===== src/rtl/tpla_pkg.sv =====
package tpla_pkg;
  localparam int LOC_NUM = 5;
  localparam int LOC_W   = 3;
  localparam int DATA_W  = 8;
  localparam int SLOT_NUM = 1 << LOC_W;

  // command / status bit positions in the access byte
  localparam int B_VALID  = 7;
  localparam int B_ACTIVE = 5;
  localparam int B_SEIZED = 4;
  localparam int B_SEIZE  = 3;
  localparam int B_PEND   = 2;
  localparam int B_REQ    = 1;
  localparam int B_ENV    = 0;

  typedef struct packed {
    logic               takeOwn;
    logic [LOC_W-1:0]   newOwner;
    logic               dropOwn;
    logic               markVictim;
    logic [LOC_NUM-1:0] reqSet;
    logic [LOC_NUM-1:0] reqClr;
    logic [LOC_NUM-1:0] seizeClr;
  } ctrlStb_t;
endpackage


===== src/rtl/tpla_ctrl.sv =====
module tpla_ctrl
  import tpla_pkg::*;
(
  input  logic               wrEn,
  input  logic [LOC_W-1:0]   locSel,
  input  logic [DATA_W-1:0]  wrData,
  input  logic               ownV,
  input  logic [LOC_W-1:0]   ownIdx,
  input  logic [LOC_NUM-1:0] reqVec,
  output ctrlStb_t           stb
);
  localparam logic [LOC_W-1:0]   LOC_LAST = LOC_W'(LOC_NUM - 1);
  localparam logic [LOC_NUM-1:0] ONE_HOT0 = LOC_NUM'(1);

  logic             wrOk, isOwner, doRel, doSeize, doReq, autoGrant;
  logic [LOC_W-1:0] hiReq;

  always_comb begin
    hiReq = '0;
    for (int i = 0; i < LOC_NUM; i++) begin
      if (reqVec[i]) hiReq = LOC_W'(i);
    end
  end

  always_comb begin
    wrOk      = wrEn && (locSel <= LOC_LAST);
    isOwner   = ownV && (ownIdx == locSel);
    doRel     = wrOk && wrData[B_ACTIVE] && isOwner;
    doSeize   = wrOk && !doRel && wrData[B_SEIZE] && (!ownV || (ownIdx < locSel));
    doReq     = wrOk && !doRel && !doSeize && wrData[B_REQ] && !isOwner;
    autoGrant = !ownV && (|reqVec) && !doSeize;

    stb            = '0;
    stb.dropOwn    = doRel;
    stb.takeOwn    = doSeize || autoGrant;
    stb.newOwner   = doSeize ? locSel : hiReq;
    stb.markVictim = doSeize && ownV;
    stb.reqSet     = doReq ? (ONE_HOT0 << locSel) : '0;
    stb.reqClr     = (doSeize || autoGrant) ? (ONE_HOT0 << stb.newOwner) : '0;
    stb.seizeClr   = (wrOk && wrData[B_SEIZED]) ? (ONE_HOT0 << locSel) : '0;
  end
endmodule


===== src/rtl/tpla_data.sv =====
module tpla_data
  import tpla_pkg::*;
(
  input  logic               clk,
  input  logic               rstN,
  input  ctrlStb_t           stb,
  input  logic [LOC_W-1:0]   locSel,
  input  logic               envNotEst,
  output logic               ownV,
  output logic [LOC_W-1:0]   ownIdx,
  output logic [LOC_NUM-1:0] reqVec,
  output logic               chg,
  output logic [DATA_W-1:0]  rdData
);
  localparam logic [LOC_NUM-1:0] ONE_HOT0 = LOC_NUM'(1);

  logic [LOC_NUM-1:0] seizedVec;
  logic               nxtV;
  logic [LOC_W-1:0]   nxtIdx;
  logic [DATA_W-1:0]  slotView [SLOT_NUM];

  always_comb begin
    nxtV   = ownV;
    nxtIdx = ownIdx;
    if (stb.dropOwn) nxtV = 1'b0;
    if (stb.takeOwn) begin
      nxtV   = 1'b1;
      nxtIdx = stb.newOwner;
    end
  end

  always_ff @(posedge clk or negedge rstN) begin
    if (!rstN) begin
      ownV      <= 1'b0;
      ownIdx    <= '0;
      reqVec    <= '0;
      seizedVec <= '0;
      chg       <= 1'b0;
    end else begin
      ownV      <= nxtV;
      ownIdx    <= nxtIdx;
      chg       <= (nxtV != ownV) || (nxtV && (nxtIdx != ownIdx));
      reqVec    <= (reqVec | stb.reqSet) & ~stb.reqClr;
      seizedVec <= (seizedVec | (stb.markVictim ? (ONE_HOT0 << ownIdx) : '0))
                   & ~stb.seizeClr;
    end
  end

  for (genvar g = 0; g < SLOT_NUM; g++) begin : gSlot
    if (g < LOC_NUM) begin : gLive
      always_comb begin
        slotView[g]           = '0;
        slotView[g][B_VALID]  = 1'b1;
        slotView[g][B_ACTIVE] = ownV && (ownIdx == LOC_W'(g));
        slotView[g][B_SEIZED] = seizedVec[g];
        slotView[g][B_PEND]   = |(reqVec & ~(ONE_HOT0 << g));
        slotView[g][B_REQ]    = reqVec[g];
        slotView[g][B_ENV]    = envNotEst;
      end
    end else begin : gDead
      assign slotView[g] = '0;
    end
  end

  assign rdData = slotView[locSel];
endmodule


===== src/rtl/tpm_locality_arbiter.sv =====
module tpm_locality_arbiter
  import tpla_pkg::*;
(
  input  logic              clk,
  input  logic              rstN,
  input  logic              wrEn,
  input  logic [LOC_W-1:0]  locSel,
  input  logic [DATA_W-1:0] wrData,
  input  logic              envNotEst,
  output logic [DATA_W-1:0] rdData,
  output logic              ownerValid,
  output logic [LOC_W-1:0]  ownerIdx,
  output logic              ownerChange
);
  ctrlStb_t           stb;
  logic [LOC_NUM-1:0] reqVec;

  tpla_ctrl uCtrl (
    .wrEn   (wrEn),
    .locSel (locSel),
    .wrData (wrData),
    .ownV   (ownerValid),
    .ownIdx (ownerIdx),
    .reqVec (reqVec),
    .stb    (stb)
  );

  tpla_data uData (
    .clk       (clk),
    .rstN      (rstN),
    .stb       (stb),
    .locSel    (locSel),
    .envNotEst (envNotEst),
    .ownV      (ownerValid),
    .ownIdx    (ownerIdx),
    .reqVec    (reqVec),
    .chg       (ownerChange),
    .rdData    (rdData)
  );
endmodule


===== config.mk =====
export PLATFORM = sky130hd
export DESIGN_NAME = tpm_locality_arbiter
export DESIGN_NICKNAME = d
export VERILOG_FILES = /design/src/rtl/tpla_pkg.sv /design/src/rtl/tpla_ctrl.sv /design/src/rtl/tpla_data.sv /design/src/rtl/tpm_locality_arbiter.sv
export SDC_FILE = /design/constraint.sdc
export NUM_CORES = 1
export LEC_CHECK = 0
export BUFFER_PORTS_ARGS = -buffer_cell sky130_fd_sc_hd__buf_2
export CORE_ASPECT_RATIO = 0.9
export CORE_UTILIZATION = 57
export CTS_CLUSTER_SIZE = 8
export DETAILED_ROUTE_END_ITERATION = 10
export PLACE_DENSITY = 0.92
export SKIP_CTS_REPAIR_TIMING = 1
export SYNTH_ARGS = -nofsm -noshare
export SYNTH_HDL_FRONTEND = slang
export SYNTH_SLANG_ARGS = --single-unit
export TNS_END_PERCENT = 30

===== constraint.sdc =====
create_clock -name clk -period 4.07 [get_ports clk]
set_input_delay 0.6105 -clock clk [delete_from_list [all_inputs] [get_ports clk]]
set_output_delay 0.6105 -clock clk [all_outputs]
set_load 0.01 [all_outputs]

Word-level counts from Yosys, hierarchy flattened
Cells that the tools add are included.

Logic and storage cells: 74. Output and inout port bits: 13. Register bits: 15. Bits of input ports: 15.

Bitwise gates (word level): 7. Shift-type cells: 3. Reductions and logical operators: 34. Equality and inequality tests: 7. Mux-type cells: 15. Order comparisons: 3.

Operators by type and width (count): binary-select mux 8 bit (select 3 bit) (1); logical AND 1 bit (20); two-way mux 5 bit (4); OR reduction 4 bit (5); two-way mux 8 bit (2); << shifter 1 x 3 -> 5 bit, first input constant (3); bitwise AND 5 bit (2); inverter 5 bit (2); OR 5 bit (2); two-way mux 3 bit (3); == test 3 x 2 -> 1 bit, second input constant (2); OR reduction 5 bit (1); greater-or-equal comparator 4 bit, second input constant (1); zero test 1 bit (4); two-way mux 2 bit (2); inverter 3 -> 4 bit (1); == test 3 x 1 -> 1 bit, second input constant (1); == test 3 bit (1); == test 3 bit, second input constant (1); <= comparator 3 bit, second input constant (1); zero test 3 bit (1); logical OR 1 bit (3); < comparator 3 bit (1); two-way mux 1 bit (3); other kinds (2) (2).

Logic depth before layout (Yosys ltp)
Depth after elaboration: 15. Mapped depth: 10. Depth with buffers taken out: 7.

By module
From an unflattened synthesis, not the netlist that was laid out.

Cells, all modules: 153. Area total of the unflattened synthesis: 1263.7 µm².

By module, submodules not included: tpla_data (times used 1, cells an instance 90, area an instance 815.8 µm²); tpla_ctrl (times used 1, cells an instance 63, area an instance 447.9 µm²).

Worst setup path after synthesis
No wires, ideal clock.

Kind: in2reg. From: input port locSel[1]. To: register uData.reqVec[0]. Required time: 3976 ps. Path slack: 1338 ps. Cell stages on the path: 9. Data arrival time: 2638 ps. Library setup time: 94 ps. Buffers on the path: 3. Cell sequence: buf_1 inv_1 ha_1 nor2b_1 o211ai_1 or4b_1 buf_2 buf_6 a221oi_2.

Word-level cells in the longest chain between the ends: 15. Elaborated cells between the ends (all ways): 27. Classes of those cells: order compare: 2; eq/ne: 1; shift: 2; mux: 3; bitwise: 3; reduce/logical: 16.

Ends and longest elaborated chain: from (decl) (line tpm_locality_arbiter.sv:7) `input logic [LOC_W-1:0] locSel,`; <= comparator 3 bit (line tpla_ctrl.sv:26) `wrOk = wrEn && (locSel <= LOC_LAST);`; logical AND 1 bit (line tpla_ctrl.sv:26); logical AND 1 bit (2 in series) (line tpla_ctrl.sv:28) `doRel = wrOk && wrData[B_ACTIVE] && isOwner;`; zero test 1 bit (line tpla_ctrl.sv:29, tpla_ctrl.sv:30); logical AND 1 bit (line tpla_ctrl.sv:29, tpla_ctrl.sv:30); logical AND 1 bit (2 in series) (line tpla_ctrl.sv:29) `doSeize = wrOk && !doRel && wrData[B_SEIZE] && (!ownV || (ownIdx < locSel));`; zero test 1 bit (line tpla_ctrl.sv:30, tpla_ctrl.sv:31); logical AND 1 bit (3 in series) (line tpla_ctrl.sv:30) `doReq = wrOk && !doRel && !doSeize && wrData[B_REQ] && !isOwner;`; two-way mux 5 bit (line tpla_ctrl.sv:38) `stb.reqSet = doReq ? (ONE_HOT0 << locSel) : '0;`; OR 5 bit (line tpla_data.sv:43) `reqVec <= (reqVec | stb.reqSet) & ~stb.reqClr;`; bitwise AND 5 bit (*) (line tpla_data.sv:43); to (signal assigned) (line tpla_data.sv:43); to (decl) (line tpla_data.sv:11) `output logic [LOC_NUM-1:0] reqVec,`.

Every way passes the cells marked *; elsewhere a longest branch is shown, timed or not.

Final worst setup path
From: input port locSel[1]. To: register uData.reqVec[2].

Same word-level chain as after synthesis.

==> load_flow_metrics.sql <==
INSERT INTO impl_metrics (metric_group, metric, value, unit) VALUES
('placement', 'place_hpwl', '2.21', 'mm'),
('grt', 'grt_pass1_vias', '1009', ''),
('worst_setup_path', 'worst-path-max-fanout', '15', ''),
('power_and_ir_drop', 'switching_share_of_power', '44.5', '%'),
('die', 'die_w', '49.5', 'microns'),
('synth', 'yosys_most_used_dff', 'sky130_fd_sc_hd__dfrtp_1', ''),
('cts', 'cts_tree', 'done', ''),
('worst_hold_path', 'timing.hold.worst.class', 'input pin to asynchronous set/reset pin', ''),
('synth', 'ys_warn_count', '0', ''),
('worst_setup_path', 'cp-start-kind', 'input pin', ''),
('worst_setup_path', 'sort_of_element_at_the_end_of_the_critical_path', 'flop', ''),
('die', 'die_y', '44.8', 'microns'),
('synth', 'synthesis.area', '1160', 'sq um'),
('synth', 'ys_seq_area_share', '32.4', '%'),
('sta', 'fin_worst_skew', '0.00327', 'ns'),
('cells_and_area', 'num_antenna_cells', '0', ''),
('power_and_ir_drop', 'power.internal', '0.398', 'mW'),
('outcome', 'status', 'completed', ''),
('grt', 'grt_start_max_net_pins', '17', ''),
('sta', 'timing.setup.tns', '0', 'ns'),
('synth', 'ys_seq_elements', '15', ''),
('synth', 'synth_largest_type_area_fraction', '32.4', '%'),
('drt', 'avg_vias_per_cell', '6.57', ''),
('sta', 'hold_slack', '0.217', 'ns'),
('cts', 'cts-root-buf', 'sky130_fd_sc_hd__clkbuf_4', ''),
('synth', 'synth_area_leaders', 'sky130_fd_sc_hd__dfrtp_1 32%, sky130_fd_sc_hd__nor2_1 5.8%, sky130_fd_sc_hd__a31oi_1 5.4%', ''),
('synth', 'synth_top_cell_by_area', 'sky130_fd_sc_hd__dfrtp_1', ''),
('sta', 'finalSetupViolCount', '0', ''),
('cts', 'cts_buffers', '3', ''),
('synth', 'count_of_flip_flops_with_a_built_in_enable_after_synthesis', '0', ''),
('worst_setup_path', 'critical_path.n_buffers_inverters', '2', ''),
('cts', 'clk_latency', '0.29', 'ns'),
('worst_setup_path', 'worst-endpoint-required', '4.28', 'ns'),
('sta', 'timing.final.crit_share', '69.8', '%'),
('worst_setup_path', 'critical-path-max-stage-delay', '0.80', 'ns'),
('synth', 'yosysMostFrequentCell', 'sky130_fd_sc_hd__nor2_1', ''),
('cells_and_area', 'drive_gt1_share', '20.8', '%'),
('worst_setup_path', 'crit_path_max_delay_family', 'simple AND/OR/NAND/NOR gates', ''),
('job', 'maxCapViolCount', '0', ''),
('cells_and_area', 'final_core_utilization', '66.2', '%'),
('die', 'starting_density_of_the_core', '60.5', '%'),
('cts', 'cts.sink_count', '15', ''),
('worst_setup_path', 'worst-setup-path-type', 'input pin to flop', ''),
('sta', 'fmax', '0.352', 'GHz'),
('drt', 'route.antenna.remaining_nets', '0', ''),
('power_and_ir_drop', 'vdd.ir_drop.worst', '348', 'uV'),
('grt', 'grt_antenna_before_repair', '0', ''),
('cts', 'cts_clk_pin_slew_worst_paths', '0.09', 'ns'),
('sta', 'timing_worst_slew_pin_value', '0.854', 'ns'),
('cells_and_area', 'sequential_cell_area', '375', 'sq um'),
('die', 'num_io_pins', '28', ''),
('grt', 'grt_first_pass_wirelength', '4.55', 'mm'),
('synth', 'synth_common_cells', '18 x sky130_fd_sc_hd__nor2_1, 16 x sky130_fd_sc_hd__nand2_1, 15 x sky130_fd_sc_hd__dfrtp_1', ''),
('synth', 'syn-instance-count', '137', ''),
('sta', 'hold_violations', '0', ''),
('grt', 'grt_usage', '28.0', '%'),
('drt', 'first_iter_violations', '93', ''),
('synth', 'ys_types', '44', ''),
('synth', 'syn-mean-instance-area', '8.46', 'sq um'),
('power_and_ir_drop', 'power.leakage', '0.613', 'nW'),
('power_and_ir_drop', 'power_frac_seq', '42.4', '%'),
('drt', 'detailroute.via_count', '1176', ''),
('die', 'coreArea', '1910', 'sq um'),
('power_and_ir_drop', 'power_frac_clock', '12.3', '%'),
('drt', 'drc', '0', ''),
('grt', 'grt_overflow_total', '0', ''),
('power_and_ir_drop', 'combPwrFrac', '45.3', '%'),
('cells_and_area', 'area_growth_syn_to_layout', '9.40', '%'),
('cts', 'clock_tree.buffer_depth', '2', ''),
('worst_setup_path', 'arrival', '3.05', 'ns'),
('cells_and_area', 'multi_input_comb_area', '703', 'sq um');
[power groups by stage]
stage          Combinational (mW)  Sequential, mW  Clock (mW)
2_1_floorplan               0.243           0.279           0
3_3_place_gp                0.301           0.295           0
3_5_place_dp                0.318           0.302           0
4_1_cts                     0.321           0.299      0.0892
5_1_grt                     0.359           0.311      0.0941
6_report                    0.325           0.304      0.0886
[registers in the layout, summed over array words and instances, names as in the netlist]
name,count
uData.seizedVec,5
uData.reqVec,5
uData.chg,1
uData.ownV,1
uData.ownIdx,3
[final cells by class]
class | count | share of cell area [%]
clock buffers | 4 | 2.07
inverters | 7 | 2.07
multi-input cells | 107 | 55.5
flip-flops and latches | 15 | 29.6
well taps | 25 | 2.47
repair buffers | 21 | 8.29
[cell usage in the layout (no fill, tap or decap), drive strengths merged, types with 4 or more instances in the layout]
cell and n:
a21oi 7, a31oi 10, buf 21, clkbuf 4, dfrtp 15, inv 7
mux2i 4, nand2 16, nand3 5, nor2 19, nor2b 5
[worst paths after layout]
check / from / to / slack [ns] / depth (start not counted)
min in group clk: uData.seizedVec[3]$_DFF_PN0_ / uData.seizedVec[3]$_DFF_PN0_ / 0.52 / 2
setup / recovery: locSel[1] / uData.reqVec[2]$_DFF_PN0_ / 1.23 / 8
hold / removal: rstN / uData.ownV$_DFF_PN0_ / 0.22 / 1
hold reg to reg: uData.seizedVec[3]$_DFF_PN0_ / uData.seizedVec[3]$_DFF_PN0_ / 0.52 / 2
max in group asynchronous: rstN / uData.seizedVec[4]$_DFF_PN0_ / 3.59 / 1
setup reg to reg: uData.ownIdx[1]$_DFF_PN0_ / uData.reqVec[2]$_DFF_PN0_ / 1.42 / 6
[metrics by stage]
stage	worst slack, ns	std cells	cell area (sq um)
3_3_place_gp	1.07	175	1240
2_1_floorplan	1.34	138	1160
4_1_cts	1.26	179	1270
3_5_place_dp	0.965	175	1240
5_1_grt	1.10	179	1270
6_report	1.23	179	1270
[per-layer routing]
layer,part of all wire (%),GRT usage (%)
met2,50,47.0
met3,8.2,5.05
met4,2.9,17.1
met5,0,0
met1,39,34.1
[kinds of logic after synthesis]
logic type,share of synthesized area [%]
buffers and inverters,7.23
other,0.324
xor gates and xnor gates,2.27
muxes,7.34
AOI/OAI and AO/OA,20.6
adders and majority gates,3.24
DFF,32.4
and+or+nand+nor,26.6
[worst reg2reg max path: stages, from the launching register on]
cell and delay, ns:
sky130_fd_sc_hd__dfrtp_1 0.55, sky130_fd_sc_hd__ha_1 0.31, sky130_fd_sc_hd__nor2b_1 0.14, sky130_fd_sc_hd__o211ai_1 0.29, sky130_fd_sc_hd__or4b_1 0.80, sky130_fd_sc_hd__and4b_1 0.33, sky130_fd_sc_hd__nor3_2 0.16
Note: power is estimated with default switching activity, not from simulation.
